File: config.mk
export PLATFORM = sky130hd
export DESIGN_NAME = rtcw_window
export DESIGN_NICKNAME = d
export VERILOG_FILES = /design/src/rtl/rtcw_pkg.sv /design/src/rtl/rtcw_decode.sv /design/src/rtl/rtcw_ctrl.sv /design/src/rtl/rtcw_hold.sv /design/src/rtl/rtcw_window.sv
export SDC_FILE = /design/constraint.sdc
export NUM_CORES = 1
export LEC_CHECK = 0
export BUFFER_PORTS_ARGS = -buffer_cell sky130_fd_sc_hd__buf_2
export CAP_MARGIN = 15
export CORE_MARGIN = 10
export CORE_UTILIZATION = 51
export DETAILED_ROUTE_END_ITERATION = 8
export PLACE_DENSITY = 0.82
export SYNTH_ARGS = -nofsm -noshare
export SYNTH_HDL_FRONTEND = slang
export SYNTH_SLANG_ARGS = --single-unit
File: constraint.sdc
create_clock -name clk -period 2.45 [get_ports clk]
set_clock_uncertainty 0.1 [all_clocks]
set_input_delay 0.1225 -clock clk [delete_from_list [all_inputs] [get_ports clk]]
set_output_delay 0.1225 -clock clk [all_outputs]
set_load 0.03 [all_outputs]
File: src/rtl/rtcw_pkg.sv
// Package rtcw_pkg
// Shared constants, types and the per-slot field masks of the timekeeping
// register window. Byte k of a time vector holds window slot k+1.
package rtcw_pkg;

    localparam int BYTE_W      = 8;
    localparam int NUM_TIME    = 7;
    localparam int NUM_SLOT    = NUM_TIME + 1;
    localparam int SLOT_W      = $clog2(NUM_SLOT);
    localparam int SPARE_W     = BYTE_W - 2;
    localparam int TIME_W      = NUM_TIME * BYTE_W;

    localparam int SET_BIT     = 7;   // control: stage and commit a new time
    localparam int FRZ_BIT     = 6;   // control: freeze the visible time
    localparam int OSC_BIT     = 7;   // seconds byte: oscillator stop
    localparam int FTEST_BIT   = 6;   // day byte: frequency test
    localparam int SEC_POS     = 0;
    localparam int DAY_POS     = 3;

    typedef logic [BYTE_W-1:0] byte_t;
    typedef logic [NUM_TIME-1:0][BYTE_W-1:0] time_vec_t;

    // Bits of each time byte that belong to the running counter.
    function automatic byte_t field_mask(input int pos);
        case (pos)
            0:       return 8'h7F;  // seconds
            1:       return 8'h7F;  // minutes
            2:       return 8'h3F;  // hours
            3:       return 8'h07;  // day of week
            4:       return 8'h3F;  // date
            5:       return 8'h1F;  // month
            default: return 8'hFF;  // year
        endcase
    endfunction

endpackage

File: src/rtl/rtcw_decode.sv
// Module rtcw_decode
// Splits the byte address space between the top register window and the
// external RAM. It assumes the window is aligned to its own size at the
// top of the space. It is purely combinational.
module rtcw_decode
    import rtcw_pkg::*;
#(
    parameter int ADDR_W = 13
) (
    input  logic [ADDR_W-1:0] addr,
    input  logic              we,
    output logic              win_hit,
    output logic [SLOT_W-1:0] slot,
    output logic              ram_we
);

    localparam int unsigned     BASE_INT = (1 << ADDR_W) - NUM_SLOT;
    localparam logic [ADDR_W-1:0] WIN_BASE = BASE_INT[ADDR_W-1:0];

    // Window hit, slot number and RAM write gating.
    always_comb begin
        win_hit = (addr >= WIN_BASE);
        slot    = addr[SLOT_W-1:0];
        ram_we  = we & ~win_hit;
    end

endmodule

File: src/rtl/rtcw_ctrl.sv
// Module rtcw_ctrl
// Holds the control byte: the set and freeze bits plus six spare bits.
// It flags the write that enters the halted state, which triggers a
// capture, and the write that clears the set bit, which triggers a commit.
// It registers the commit as a one-cycle load strobe. It assumes at most
// one control write per cycle.
module rtcw_ctrl
    import rtcw_pkg::*;
(
    input  logic               clk,
    input  logic               rst_n,
    input  logic               ctrl_we,
    input  byte_t              wdata,
    output logic               set_q,
    output logic               frz_q,
    output logic [SPARE_W-1:0] spare_q,
    output logic               halted,
    output logic               capture,
    output logic               commit,
    output logic               load_stb
);

    logic load_q;

    // Decode the capture and commit events of the present write.
    always_comb begin
        halted  = set_q | frz_q;
        capture = ctrl_we & ~halted & (wdata[SET_BIT] | wdata[FRZ_BIT]);
        commit  = ctrl_we & set_q & ~wdata[SET_BIT];
    end

    // Control byte storage and the registered load strobe.
    always_ff @(posedge clk) begin
        if (!rst_n) begin
            set_q   <= 1'b0;
            frz_q   <= 1'b0;
            spare_q <= '0;
            load_q  <= 1'b0;
        end else begin
            if (ctrl_we) begin
                set_q   <= wdata[SET_BIT];
                frz_q   <= wdata[FRZ_BIT];
                spare_q <= wdata[SPARE_W-1:0];
            end
            load_q <= commit;
        end
    end

    assign load_stb = load_q;

endmodule

File: src/rtl/rtcw_hold.sv
// Module rtcw_hold
// Keeps one holding byte per time slot. The field bits take the captured
// or staged time. The other bits are plain storage, including the
// oscillator-stop and frequency-test bits. It produces the visible bytes
// and the field-only values handed to the counter on a commit. It assumes
// that capture and a slot write never coincide.
module rtcw_hold
    import rtcw_pkg::*;
(
    input  logic                clk,
    input  logic                rst_n,
    input  time_vec_t           live,
    input  logic                halted,
    input  logic                set_mode,
    input  logic                capture,
    input  logic [NUM_TIME-1:0] byte_wr,
    input  byte_t               wdata,
    output time_vec_t           shown,
    output time_vec_t           staged,
    output time_vec_t           hold_o,
    output logic                osc_stop,
    output logic                freq_test
);

    generate
        for (genvar g = 0; g < NUM_TIME; g++) begin : g_slot
            localparam byte_t FMASK = field_mask(g);
            localparam byte_t RST_V = (g == SEC_POS) ? byte_t'(1 << OSC_BIT) : '0;
            byte_t q;

            // Capture the live field bits, or take a bus write.
            always_ff @(posedge clk) begin
                if (!rst_n) begin
                    q <= RST_V;
                end else if (capture) begin
                    q <= (live[g] & FMASK) | (q & ~FMASK);
                end else if (byte_wr[g]) begin
                    q <= set_mode ? wdata : ((q & FMASK) | (wdata & ~FMASK));
                end
            end

            // Visible byte: held value when halted, otherwise the live fields.
            assign shown[g]  = halted ? q : ((live[g] & FMASK) | (q & ~FMASK));
            assign staged[g] = q & FMASK;
            assign hold_o[g] = q;
        end
    endgenerate

    assign osc_stop  = hold_o[SEC_POS][OSC_BIT];
    assign freq_test = hold_o[DAY_POS][FTEST_BIT];

endmodule

File: src/rtl/rtcw_window.sv
// Module rtcw_window
// Top of the double-buffered timekeeping register window. It decodes the
// address and passes RAM accesses through. It serves the control and time
// slots, muxes read data with one cycle of latency and drives the counter
// load interface. It assumes that the external RAM returns read data one
// cycle after the address.
module rtcw_window
    import rtcw_pkg::*;
#(
    parameter int ADDR_W = 13
) (
    input  logic              clk,
    input  logic              rst_n,
    input  logic [ADDR_W-1:0] bus_addr,
    input  logic [7:0]        bus_wdata,
    input  logic              bus_we,
    output logic [7:0]        bus_rdata,
    output logic              ram_we,
    output logic [ADDR_W-1:0] ram_addr,
    output logic [7:0]        ram_wdata,
    input  logic [7:0]        ram_rdata,
    input  logic [55:0]       live_time,
    output logic              load_stb,
    output logic [55:0]       load_time,
    output logic              osc_stop,
    output logic              freq_test
);

    logic                win_hit;
    logic [SLOT_W-1:0]   slot;
    logic                ctrl_we;
    logic [NUM_TIME-1:0] byte_wr;
    logic                set_q, frz_q, halted, capture, commit;
    logic [SPARE_W-1:0]  spare_q;
    time_vec_t           live_v, shown, staged, hold_o;
    logic [TIME_W-1:0]   hold_flat;
    byte_t               win_byte, rd_q;
    logic                sel_q;

    assign live_v    = live_time;
    assign hold_flat = hold_o;

    rtcw_decode #(.ADDR_W(ADDR_W)) u_dec (
        .addr    (bus_addr),
        .we      (bus_we),
        .win_hit (win_hit),
        .slot    (slot),
        .ram_we  (ram_we)
    );

    // Per-slot write enables inside the window.
    always_comb begin
        ctrl_we = bus_we & win_hit & (slot == '0);
        for (int k = 0; k < NUM_TIME; k++) begin
            byte_wr[k] = bus_we & win_hit & (slot == SLOT_W'(k + 1));
        end
    end

    rtcw_ctrl u_ctrl (
        .clk      (clk),
        .rst_n    (rst_n),
        .ctrl_we  (ctrl_we),
        .wdata    (bus_wdata),
        .set_q    (set_q),
        .frz_q    (frz_q),
        .spare_q  (spare_q),
        .halted   (halted),
        .capture  (capture),
        .commit   (commit),
        .load_stb (load_stb)
    );

    rtcw_hold u_hold (
        .clk       (clk),
        .rst_n     (rst_n),
        .live      (live_v),
        .halted    (halted),
        .set_mode  (set_q),
        .capture   (capture),
        .byte_wr   (byte_wr),
        .wdata     (bus_wdata),
        .shown     (shown),
        .staged    (staged),
        .hold_o    (hold_o),
        .osc_stop  (osc_stop),
        .freq_test (freq_test)
    );

    // Select the window byte addressed in this cycle.
    always_comb begin
        if (slot == '0) begin
            win_byte = {set_q, frz_q, spare_q};
        end else begin
            win_byte = shown[slot - 1'b1];
        end
    end

    // Register window read data and the source select.
    always_ff @(posedge clk) begin
        if (!rst_n) begin
            rd_q  <= '0;
            sel_q <= 1'b0;
        end else begin
            rd_q  <= win_byte;
            sel_q <= win_hit;
        end
    end

    assign bus_rdata = sel_q ? rd_q : ram_rdata;
    assign ram_addr  = bus_addr;
    assign ram_wdata = bus_wdata;
    assign load_time = staged;

endmodule

# Yosys cells after proc, flatten, opt, wreduce, memory -nomap -nowiden
# Index checks and enable logic that the tools add are counted.
word_totals:
  out_inout_bits: 89
  ff_bits: 74
  input_bits: 88
classes:
  bitwise_logic: 31
  addsub: 1
  n_reduce_logical: 10
  mux: 32
  magnitude_cmp: 2
  n_eq_ne: 7
ops:
  columns: ["op", "n"]
  rows:
  - ["8-bit two-way mux", 31]
  - ["6-bit by 8-bit bitwise OR with 8-bit output", 4]
  - ["7-bit by 8-bit bitwise OR with 8-bit output", 4]
  - ["8-bit binary-select mux with 3-bit select", 1]
  - ["3-bit by 8-bit bitwise OR with 8-bit output", 2]
  - ["5-bit by 8-bit bitwise OR with 8-bit output", 2]
  - ["2-bit nonzero test", 8]
  - ["1-bit AND", 14]
  - ["13-bit greater-or-equal comparator, second input constant", 1]
  - ["3-bit == test, second input constant", 4]
  - ["3-bit by 2-bit == test with 1-bit output, second input constant", 2]
  - ["3-bit by 4-bit less-than comparator with 1-bit output, second input constant", 1]
  - ["3-bit by 1-bit == test with 1-bit output, second input constant", 1]
  - ["3-bit logical NOT", 1]
  - ["1-bit inverter", 3]
  - ["3-bit by 1-bit subtractor with 3-bit output, second input constant", 1]
  - ["1-bit bitwise OR", 2]
  - ["2-bit AND reduction", 1]

# Depth between registers and ports, before layout
# Gate-level depths: netlist of the first run.
logic_depth:
  ltp_word: 7
  mapped_depth: 9
  mapped_depth_nobuf: 7

# By module
# A second synthesis of the first run with hierarchy kept.
unflattened:
  hier_cells: 535
  area_unflattened_um2: 5012.3
modules_own_cells:
  columns: ["mod", "n_inst", "area_each_um2", "cells_per_inst"]
  rows:
  - ["rtcw_hold", 1, 3425.8, 366]
  - ["rtcw_window", 1, 1167.4, 129]
  - ["rtcw_ctrl", 1, 366.6, 32]
  - ["rtcw_decode", 1, 52.6, 8]

# Worst setup path after synthesis of the first run
# No wires, ideal clock.
synth_path:
  path_kind: "input-to-reg"
  startpoint: "input bus_addr[0]"
  endpoint: "register u_hold.g_slot[1].q[4]"
  t_arrival_ns: 1.712
  slack_ns: 0.522
  path_buffers: 2
  stages: 8
  t_required_ns: 2.234
  path_cell_list: "inv_2 -> ha_1 -> nor2b_1 -> o211ai_1 -> nand2b_1 -> clkbuf_1 -> buf_2 -> o211a_1"
synth_between:
  elab_chain_cells: 6
synth_lines:
  columns: ["item", "line", "source"]
  rows:
  - ["start, declared", "rtcw_window.sv:14", "input logic [ADDR_W-1:0] bus_addr,"]
  - ["13-bit greater-or-equal comparator", "rtcw_decode.sv:22", "win_hit = (addr >= WIN_BASE);"]
  - ["1-bit AND", "rtcw_window.sv:53, rtcw_window.sv:55", null]
  - ["1-bit AND", "rtcw_window.sv:53", "ctrl_we = bus_we & win_hit & (slot == '0);"]
  - ["1-bit AND (2 in a row)", "rtcw_ctrl.sv:28", "capture = ctrl_we & ~halted & (wdata[SET_BIT] | wdata[FRZ_BIT]);"]
  - ["8-bit two-way mux / 2-bit nonzero test (equally long branches)", null, null]
  - ["end signal, assigned", "rtcw_hold.sv:36", "q <= (live[g] & FMASK) | (q & ~FMASK);"]
  - ["end signal, assigned", "rtcw_hold.sv:38", "q <= set_mode ? wdata : ((q & FMASK) | (wdata & ~FMASK));"]
  - ["end, declared", "rtcw_hold.sv:29", "byte_t q;"]
# Parallel ways exist; a longest one is shown, timed or not.
# A chain may end at the register's enable or synchronous reset.

# Final worst setup path of the first run
layout_path:
  startpoint: "register u_ctrl.set_q"
  endpoint: "register u_hold.g_slot[1].q[2]"
layout_between:
  elab_chain_cells: 5
layout_lines:
  columns: ["item", "line", "source"]
  rows:
  - ["start, declared", "rtcw_ctrl.sv:14", "output logic set_q,"]
  - ["start signal, assigned", "rtcw_ctrl.sv:41", "set_q <= wdata[SET_BIT];"]
  - ["1-bit bitwise OR", "rtcw_ctrl.sv:27", "halted = set_q | frz_q;"]
  - ["1-bit inverter", "rtcw_ctrl.sv:28", null]
  - ["1-bit AND (2 in a row)", "rtcw_ctrl.sv:28", null]
  - ["8-bit two-way mux / 2-bit nonzero test (equally long branches)", null, null]
# Parallel ways exist; a longest one is shown, timed or not. The select of a mux whose other input is x is not followed.

==> results of run 1 <==
## kinds of logic (layout without fill, tap and decap cells)
kind of cell    after synthesis  in the layout  synth area share [%]
other cells                   1             14                0.0757
buf+inv                     125            224                  16.3
fa+ha+maj                     5              5                  1.26
simple gates                138            138                  15.9
xor+xnor                      2              2                 0.354
compound gates              108            108                  15.0
flops                        74             74                  29.9
mux                          88             88                  21.2
## cell usage in the layout, fill, tap and decap left out, drive strengths merged, types with 2 or more instances in the layout
master | netlist | layout
a211oi | 2 | 2
clkbuf | 28 | 12
o31ai | 2 | 2
o22ai | 2 | 2
mux4 | 12 | 12
nand3 | 17 | 17
and3 | 2 | 2
dlygate4sd3 | 0 | 39
conb | 1 | 14
nor2 | 10 | 10
a21oi | 26 | 26
or4 | 2 | 2
a311o | 2 | 2
nor3 | 5 | 5
mux2 | 14 | 14
nor4 | 6 | 6
o21ai | 30 | 30
dfxtp | 74 | 74
a21boi | 10 | 10
nand2 | 64 | 64
mux2i | 62 | 62
nand2b | 4 | 4
nand4 | 7 | 7
inv | 4 | 4
buf | 93 | 165
clkinv | 0 | 3
nor2b | 11 | 11
nand4b | 7 | 7
o211ai | 2 | 2
ha | 5 | 5
o211a | 26 | 26
## how the worst max path moves through the flow
stage | from | to | slack (ns)
after floorplan | bus_addr[0] | u_hold.g_slot[1].q[4] | 0.52
after global placement | u_ctrl.set_q | u_hold.g_slot[1].q[2] | 0.46
after detailed placement | bus_addr[0] | u_hold.g_slot[1].q[2] | 0.39
after CTS | u_ctrl.set_q | u_hold.g_slot[1].q[2] | 0.36
after global routing | u_ctrl.set_q | u_hold.g_slot[0].q[4] | 0.21
final | u_ctrl.set_q | u_hold.g_slot[1].q[2] | 0.34
## worst max-delay path, cell delays in order (launching register included)
cell	delay (ns)
dfxtp_1	0.58
nand4b_1	0.17
or4_1	0.68
mux2i_1	0.25
nand2_1	0.09
o211a_1	0.13
## power by group through the flow
stage / Sequential [mW] / Combinational [mW] / Clock, mW
finish: 1.22 / 0.492 / 0.866
detailed placement: 1.25 / 0.430 / 0
CTS: 1.22 / 0.479 / 0.880
floorplan: 1.24 / 0.311 / 0
global route: 1.22 / 0.523 / 0.929
global placement: 1.25 / 0.422 / 0
## registers in the layout, summed over array words and instances (netlist names)
| register | flops |
|---|---|
| rd_q | 8 |
| sel_q | 1 |
| u_ctrl.frz_q | 1 |
| u_hold.g_slot.q | 56 |
| u_ctrl.spare_q | 6 |
| u_ctrl.set_q | 1 |
| u_ctrl.load_stb | 1 |
## final cells by class
class / instances / area (µm²)
well taps: 129 / 161
inverters: 4 / 15.0
flip-flops and latches: 74 / 1480
fillers: 773 / 3490
clock inverters: 4 / 26.3
repair buffers: 204 / 1280
clock buffers: 12 / 155
multi-input cells: 355 / 2720
## metrics by stage
stage / hold slack [ns] / util, % / setup WS [ns]
4_1_cts: 0.00119 / 62.6 / 0.364
3_5_place_dp: 0.280 / 56.5 / 0.394
2_1_floorplan: 0.179 / - / 0.522
5_1_grt: 0.00978 / 62.6 / 0.214
6_report: 0.0103 / 62.6 / 0.343
3_3_place_gp: 0.275 / 56.5 / 0.457
## per-layer routing
metal | global-route usage [%] | part of all wire [%]
met1 | 23.7 | 39
met2 | 37.0 | 50
met3 | 6.47 | 8.9
met4 | 5.88 | 1.3
met5 | 0 | 0.085
## timing repair
action / CTS / global route
gates resized for setup: 0 / 0
hold buffers: 39 / 0
endpoints found under the hold margin: 39 / 0
==> metrics, run 1 <==
outcome completed; vias in the first global route ~4500; initial antenna violation count 1; post-synth top area share 29.9%; fin cells 782; Startpoint Class register; Via density roughly 5.7; final hold violation count 0; DRC Markers 0; Int Power 1.83 mW; Post-Route Setup TNS 0 ns; worst-path fanout max 12; Die H 119 µm; Comb pwr share 19.1%; I/O Buffers roughly 150; dominant cell type by area after synthesis dfxtp_1; sequential cell area fraction in the yosys report 29.9%; total grt overflow 0; R2R Setup Slk between 0.3 and 0.4 ns; Top Ports 177; crit path DAT 2.24 ns; clk slew on worst S/H paths approximately 0.070 ns; 1st-pass router iterations 4; Slew @ Worst Pin 0.658 ns; Worst R2R Path Depth 5; Switching Share roughly 29%; predominant post-synthesis flop cell dfxtp_1; crit end category register; worst r2r src u_ctrl.set_q; largest net degree at the start of global routing between 60 and 70; fin area 5840 µm²; type of the worst min-delay path input pin to register; GPL Wtd Cong 0.935; NetSw 0.747 mW; fin nets around 740; routed len/inst a little under 20 µm; cts bufs inserted 9; pwr dens roughly 440 nW/µm²; post-layout min period 2.11 ns; Worst-Skew Late Latency 0.34 ns; R2R Path End u_hold.g_slot[1].q[2]; Final period util 86.0%; unrepaired setup endpoints after global routing no; Netlist cell types 48; Post-synth EDFFs 0; global-route wire length before repair ~24000 µm; Max-Cap Viols 0; H-tree levels 3; Layout area overhead 17.9%; Vias 4437; Async SR Flop Fraction 0%; Power Total roughly 2.6 mW; Root Driver clkbuf_8; Max IR drop VDD 0.316 mV; Worst Path Required 2.59 ns; Hold Path Sink u_hold.g_slot[4].q[2]; core area 9330 µm²; Slew headroom 56.1%; CTS max path bufs 2; final antenna diode count 0; most numerous cell in the Yosys netlist buf_4; synth cell count leaders buf_4 (79), dfxtp_1 (74), nand2_1 (63), mux2i_1 (62), o21ai_0 (28); Syn Std Cell Area 4950 µm²; Die Wd about 120 µm; worst hold path cell count 3; DP Area 5270 µm²; initial core utilization 53.1%; antenna-violating nets left 0; cell count after synthesis 541; CTS sink count 74; postcts setup bufs 0; fraction of layout cells with a size suffix above 1 33.5%; Avg Inst Size Synth 9.15 µm²; FF+latch count, synth 74; post-DP HPWL 11200 µm; Max Freq 0.475 GHz; CP Class register to register; clock power share roughly a third; final WL 15300 µm; CTS tree built; final setup violating endpoints 0; Initial DRC Count 442; cell total after placement around 730; area of the die 14100 µm²; sequential power share 47.3%; GRT Total Usage 20.9%; Synth warnings 0; top post-synthesis cells by area dfxtp_1 (30%), mux2i_1 (13%), buf_4 (12%); hold wc startpoint live_time[34]; Pleak just under 3 nW; row count 35; Slew Viols, Final 0
Power figures use the tool's default switching activity.
==> inputs of run 2 (changes only) <==
--- a/config.mk
+++ b/config.mk
@@ -5,12 +5,13 @@
 export SDC_FILE = /design/constraint.sdc
 export NUM_CORES = 1
 export LEC_CHECK = 0
+export ABC_AREA = 1
 export BUFFER_PORTS_ARGS = -buffer_cell sky130_fd_sc_hd__buf_2
 export CAP_MARGIN = 15
 export CORE_MARGIN = 10
 export CORE_UTILIZATION = 51
 export DETAILED_ROUTE_END_ITERATION = 8
-export PLACE_DENSITY = 0.82
+export PLACE_DENSITY = 0.81
 export SYNTH_ARGS = -nofsm -noshare
 export SYNTH_HDL_FRONTEND = slang
 export SYNTH_SLANG_ARGS = --single-unit
==> run 2 against run 1 <==
Fmax up 3.8%. Cell area up 0.24%. First-iteration DRC count up 9.7%. Clock power up 14%. Die area up 2.1%. Register-to-register slack better by 0.08 ns. Critical path type unchanged. Largest power group unchanged. Highest routed layer is now met4.
==> metrics, run 2 <==
outcome completed; post-cts sizing count 0; post-DP HPWL 11800 µm; most frequent cells in the layout buf_2 (148), nand2_1 (139), nor2_1 (115); slowest cell delay on critical path 0.39 ns; crit end category register; pwr dens 462 nW/µm²; H-tree levels 3; initial antenna violation count 0; hold wc startpoint live_time[53]; worst r2r src u_ctrl.set_q; Worst-Skew Late Latency 0.36 ns; antenna-violating nets left 0; Layout area overhead 15.2%; DRC Markers 0; Worst R2R Path Depth 10; dominant cell type by area after synthesis dfxtp_1; Vias approximately 5400; Worst Path Required roughly 2.6 ns; CP cell instances buf_4 > nor2_2 > buf_12 > a21oi_1 > o21ai_0 > o21ai_0 > o21ai_0 > nand3_1 > nand2_1 > inv_1; most numerous cell in the Yosys netlist nand2_1; worst-path fanout max 43; Post-synth EDFFs 0; synth cell count leaders nand2_1 (139), nor2_1 (116), inv_1 (83), buf_4 (80), dfxtp_1 (74); CTS max path bufs 2; unrepaired setup endpoints after global routing no; largest net degree at the start of global routing 44; Top Ports roughly 180; Startpoint Class register; FF+latch count, synth 74; most common cell after layout, fill and taps aside buf_2; register with the most flip-flops u_hold.g_slot.q; Post-Route Setup TNS 0 ns; worst hold margin 0.0000341 ns; area of the die 14300 µm²; total grt overflow 0; I/O Buffers 148; initial core utilization 52.2%; vias in the first global route 5029; CTS tree built; Syn Std Cell Area around 5000 µm²; cell count after synthesis 792; GRT Total Usage 22.0%; max reg flops 56; final antenna diode count 0; Crit path top cell by count o21ai_0; kind of cell adding the most delay to the critical path compound AO/OA/AOI/OAI gates; R2R Path End rd_q[1]; largest registers u_hold.g_slot.q: 56 flops, rd_q: 8 flops, u_ctrl.spare_q: 6 flops; fraction of layout cells with a size suffix above 1 23.5%; sequential cell area fraction in the yosys report roughly 29%; Root Driver clkbuf_8; Slew Viols, Final 0; final hold violation count 0; row count 36; Fill cells 959; Netlist cell types 33; CP Class register to register; type of the worst min-delay path input pin to register; top post-synthesis cells by area dfxtp_1 (29%), buf_4 (12%), nand2_1 (10%); Final period util 82.8%; cts bufs inserted 9; Synth warnings 0; global-route wire length before repair between 20000 and 30000 µm; Pleak 3.00 nW; post-synth top area share 29.2%; predominant post-synthesis flop cell dfxtp_1; Initial DRC Count 485; CTS Hold Bufs 25; worst hold path cell count 5; Async SR Flop Fraction 0%; Max Freq 0.493 GHz; Die Wd ~120 µm; routed len/inst 15.8 µm; post-layout min period 2.03 ns; 1st-pass router iterations 6; Max IR drop VDD 0.226 mV; CTS sink count 74; Avg Inst Size Synth 6.41 µm²; crit path DAT 2.19 ns; Power Total 2.70 mW; R2R Setup Slk 0.42 ns; final WL 16200 µm; slowest CP cell dfxtp_1; fin nets between 900 and 1000; final setup violating endpoints 0; clk slew on worst S/H paths 0.08 ns; core area 9730 µm²; Via density 5.24; Die H 120 µm; GPL Wtd Cong 0.912; Buffers & Inverters on Critical Path 3; Max-Cap Viols 0; postcts setup bufs 0; Hold Path Sink u_hold.g_slot[6].q[5]
==> run 2: report_power, final <==
group	switching, mW	internal (mW)	leakage, nW
clock network	0.486	0.497	0.0945
registers	0.00364	1.22	0.598
logic	0.325	0.174	2.31
==> run 2: layer usage <==
metal / GRT usage, % / part of all wire, %
met5: 0 / 0
met4: 7.47 / 2.4
met3: 6.19 / 10
met2: 36.8 / 48
met1: 26.6 / 40
==> run 2: how the worst max path moves through the flow <==
stage | from | end | cells after the start
finish | u_ctrl.set_q | rd_q[1] | 10
CTS | u_ctrl.set_q | rd_q[1] | 10
floorplan | bus_addr[0] | u_hold.g_slot[0].q[5] | 13
detailed placement | bus_addr[0] | u_hold.g_slot[0].q[3] | 13
global placement | bus_addr[1] | u_hold.g_slot[0].q[3] | 13
global route | u_ctrl.set_q | rd_q[3] | 11
==> run 2: final cells by class <==
type / instances / area, µm² / area share, %
clock buffers: 10 / 138 / 2.35
flip-flops and latches: 74 / 1480 / 25.3
well taps: 133 / 166 / 2.84
clock inverters: 6 / 66.3 / 1.13
multi-input cells: 526 / 2550 / 43.5
inverters: 88 / 330 / 5.64
repair buffers: 189 / 1120 / 19.2
==> run 2: through the flow <==
stage | setup WS, ns | instances | utilization (%) | area [µm²]
finish | 0.421 | 1026 | 60.1 | 5850
global route | 0.307 | 1026 | 60.1 | 5850
CTS | 0.484 | 1026 | 60.1 | 5850
detailed placement | 0.331 | 985 | 55.5 | 5400
global placement | 0.364 | 985 | 55.5 | 5400
floorplan | 0.452 | 805 | - | 5130
==> run 2: worst register-to-register path: stages (launching register included) <==
cell,delay [ns]
dfxtp_1,0.39
buf_4,0.22
nor2_2,0.15
buf_12,0.22
a21oi_1,0.11
o21ai_0,0.09
o21ai_0,0.12
o21ai_0,0.25
nand3_1,0.16
nand2_1,0.10
inv_1,0.04
==> run 2: logic make-up after synthesis <==
logic type | after synthesis | synth area share [%]
other | 1 | 0.0738
AOI/OAI and AO/OA | 152 | 16.1
adders and majority gates | 5 | 1.23
buffers and inverters | 205 | 21.9
xor gates and xnor gates | 1 | 0.542
DFF | 74 | 29.2
muxes | 8 | 1.77
and+or+nand+nor | 346 | 29.2
==> inputs of run 3 (changes only) <==
--- a/config.mk
+++ b/config.mk
@@ -5,13 +5,13 @@
 export SDC_FILE = /design/constraint.sdc
 export NUM_CORES = 1
 export LEC_CHECK = 0
-export ABC_AREA = 1
+export ABC_AREA = 0
 export BUFFER_PORTS_ARGS = -buffer_cell sky130_fd_sc_hd__buf_2
 export CAP_MARGIN = 15
 export CORE_MARGIN = 10
-export CORE_UTILIZATION = 51
+export CORE_UTILIZATION = 46
 export DETAILED_ROUTE_END_ITERATION = 8
-export PLACE_DENSITY = 0.81
+export PLACE_DENSITY = 0.78
 export SYNTH_ARGS = -nofsm -noshare
 export SYNTH_HDL_FRONTEND = slang
 export SYNTH_SLANG_ARGS = --single-unit
==> constraint.sdc (replaced) <==
create_clock -name clk -period 1.79 [get_ports clk]
set_clock_uncertainty 0.1 [all_clocks]
set_input_delay 0.0895 -clock clk [delete_from_list [all_inputs] [get_ports clk]]
set_output_delay 0.0895 -clock clk [all_outputs]
set_load 0.03 [all_outputs]
==> run 3 against run 2 <==
The run now ends with negative setup slack left. Worst setup slack lost 0.43 ns. Core utilization grew 0.29 points. First-iteration DRC count shrank 26%. Clock power grew 19%. Flip-flop and latch count is the same. Cell area grew 7.6%. Critical endpoint is now rd_q[4]. Highest routed layer unchanged.
==> metrics, run 3 (synthesis results as in run 1) <==
area of the multi-input gates 2770 µm²; I/O Buffers ~150; CP Class register to register; Pleak 3.20 nW; GRT Total Usage 21.3%; M2 GR Usage between 30% and 40%; GPL Wtd Cong 0.992; met1 Resource Use GR 25.4%; H-tree levels 3; final setup violating endpoints 2; FF+latch area between 1000 and 1500 µm²; cts bufs inserted 9; Switching Share 29.4%; M3 GR Usage approximately 5.6%; Startpoint Class register; Die H roughly 120 µm; Via density 5.65; Top Ports approximately 180; outcome complete, but fails checks; Root Driver clkbuf_8; unrepaired setup endpoints after global routing yes; row count 37; largest net degree at the start of global routing 46; fin nets 782; Layout area overhead 27.1%; most common cell after layout, fill and taps aside buf_2; sequential power share 46.7%; area of the die ~15000 µm²; Die Wd 124 µm; Fill cells roughly 850; pwr dens 569 nW/µm²; CTS max path bufs 2; post-layout min period 1.80 ns; antenna-violating nets left 0; final WL approximately 17000 µm; Max Freq 0.556 GHz; Max IR drop VDD around 0.37 mV; crit end category register; Int Power 2.53 mW; CTS sink count 74; worst-path fanout max 12; CTS tree built; final antenna diode count 0; total grt overflow 0; failing checks negative setup slack; DP Area roughly 5600 µm²; clock power share 32.7%; Vias 4687; final hold violation count 0; fin area 6290 µm²; Worst-Skew Late Latency 0.35 ns; routed len/inst approximately 20 µm; initial core utilization between 40 and 50%; initial antenna violation count 0; gr busiest metal met2; crit path DAT 1.94 ns; type of the worst min-delay path input pin to register; global-route wire length before repair 25800 µm; vias in the first global route 4810; Initial DRC Count 358; Max-Cap Viols 0; DRC Markers 0; 1st-pass router iterations 5; core area 10400 µm²; clk slew on worst S/H paths 0.07 ns; largest registers u_hold.g_slot.q: 56 flops, rd_q: 8 flops, u_ctrl.spare_q: 6 flops; fraction of layout cells with a size suffix above 1 38.2%; post-DP HPWL roughly 12000 µm; final setup slack of the worst path -0.00853 ns; max reg flops 56; NetSw 1.05 mW; most frequent cells in the layout buf_2 (149), dfxtp_1 (73), nand2_1 (63); Post-Route Setup TNS -0.00914 ns; Worst Path Required between 1.5 and 2 ns; register with the most flip-flops u_hold.g_slot.q; Final period util 100%; Comb pwr share between 20% and 30%; Slew Viols, Final 0
-- run 3: cell count changes in the layout (fill, tap and decap cells not counted), moves of 40 or more --
cell     change
nand3_1     -53
o21ai_0     -40
nor2_1     -106
nand2_1     -76
mux2i_1     +62
inv_1       -80
-- run 3: metal layers --
metal  wire [µm]  vias up
li1            -     2141
met1        6450     2194
met2        8100      301
met3        1830       51
met4         583        0
met5           0        -
-- run 3: area by class of cell --
cell class	instances	share of cell area, %
Tap cell	136	2.70
Sequential cell	74	23.6
Clock buffer	12	2.46
Inverter	4	0.278
Clock inverter	3	0.239
Multi-Input combinational cell	355	44.1
Timing Repair Buffer	245	26.7
-- run 3: worst paths after layout --
check                    start               endpoint  slack [ns]  cells after the start
max               u_ctrl.set_q                rd_q[4]      -0.009                      8
min reg2reg  u_ctrl.spare_q[3]      u_ctrl.spare_q[3]        0.36                      2
min              live_time[37]  u_hold.g_slot[4].q[5]        0.02                      3
max reg2reg       u_ctrl.set_q                rd_q[4]      -0.009                      8
-- run 3: power groups by stage --
stage	Combinational [mW]	Clock [mW]	Sequential, mW
final	0.736	1.17	1.67
after global placement	0.609	0	1.71
after floorplan	0.427	0	1.70
after global routing	0.777	1.25	1.67
after detailed placement	0.622	0	1.71
after CTS	0.698	1.18	1.68
-- run 3: per-stage QoR --
step,utilization [%],std cells,power (mW),hold slack (ns),worst slack [ns]
global route,60.4,829,3.70,0.0471,-0.0658
CTS,59.4,824,3.55,0.00189,0.00257
floorplan,-,554,2.13,0.146,0.0555
finish,60.4,829,3.58,0.0154,-0.00853
detailed placement,53.4,763,2.34,0.250,-0.0312
global placement,53.4,763,2.32,0.242,0.0138
-- run 3: worst max-delay path: stages (launching register included) --
cell     delay (ns)
dfxtp_4        0.36
nor2_4         0.13
buf_12         0.18
buf_12         0.13
buf_4          0.13
mux2i_1        0.25
o21ai_0        0.14
a21oi_1        0.19
nor3_1         0.07
-- run 3: repair_timing --
action / CTS / global route
endpoints found under the setup margin: 5 / 36
gates cloned: 0 / 1
endpoints found under the hold margin: 41 / 0
resized for setup: 3 / 18
pin swaps: 0 / 4
hold buffers: 42 / 0
setup buffers: 4 / 4
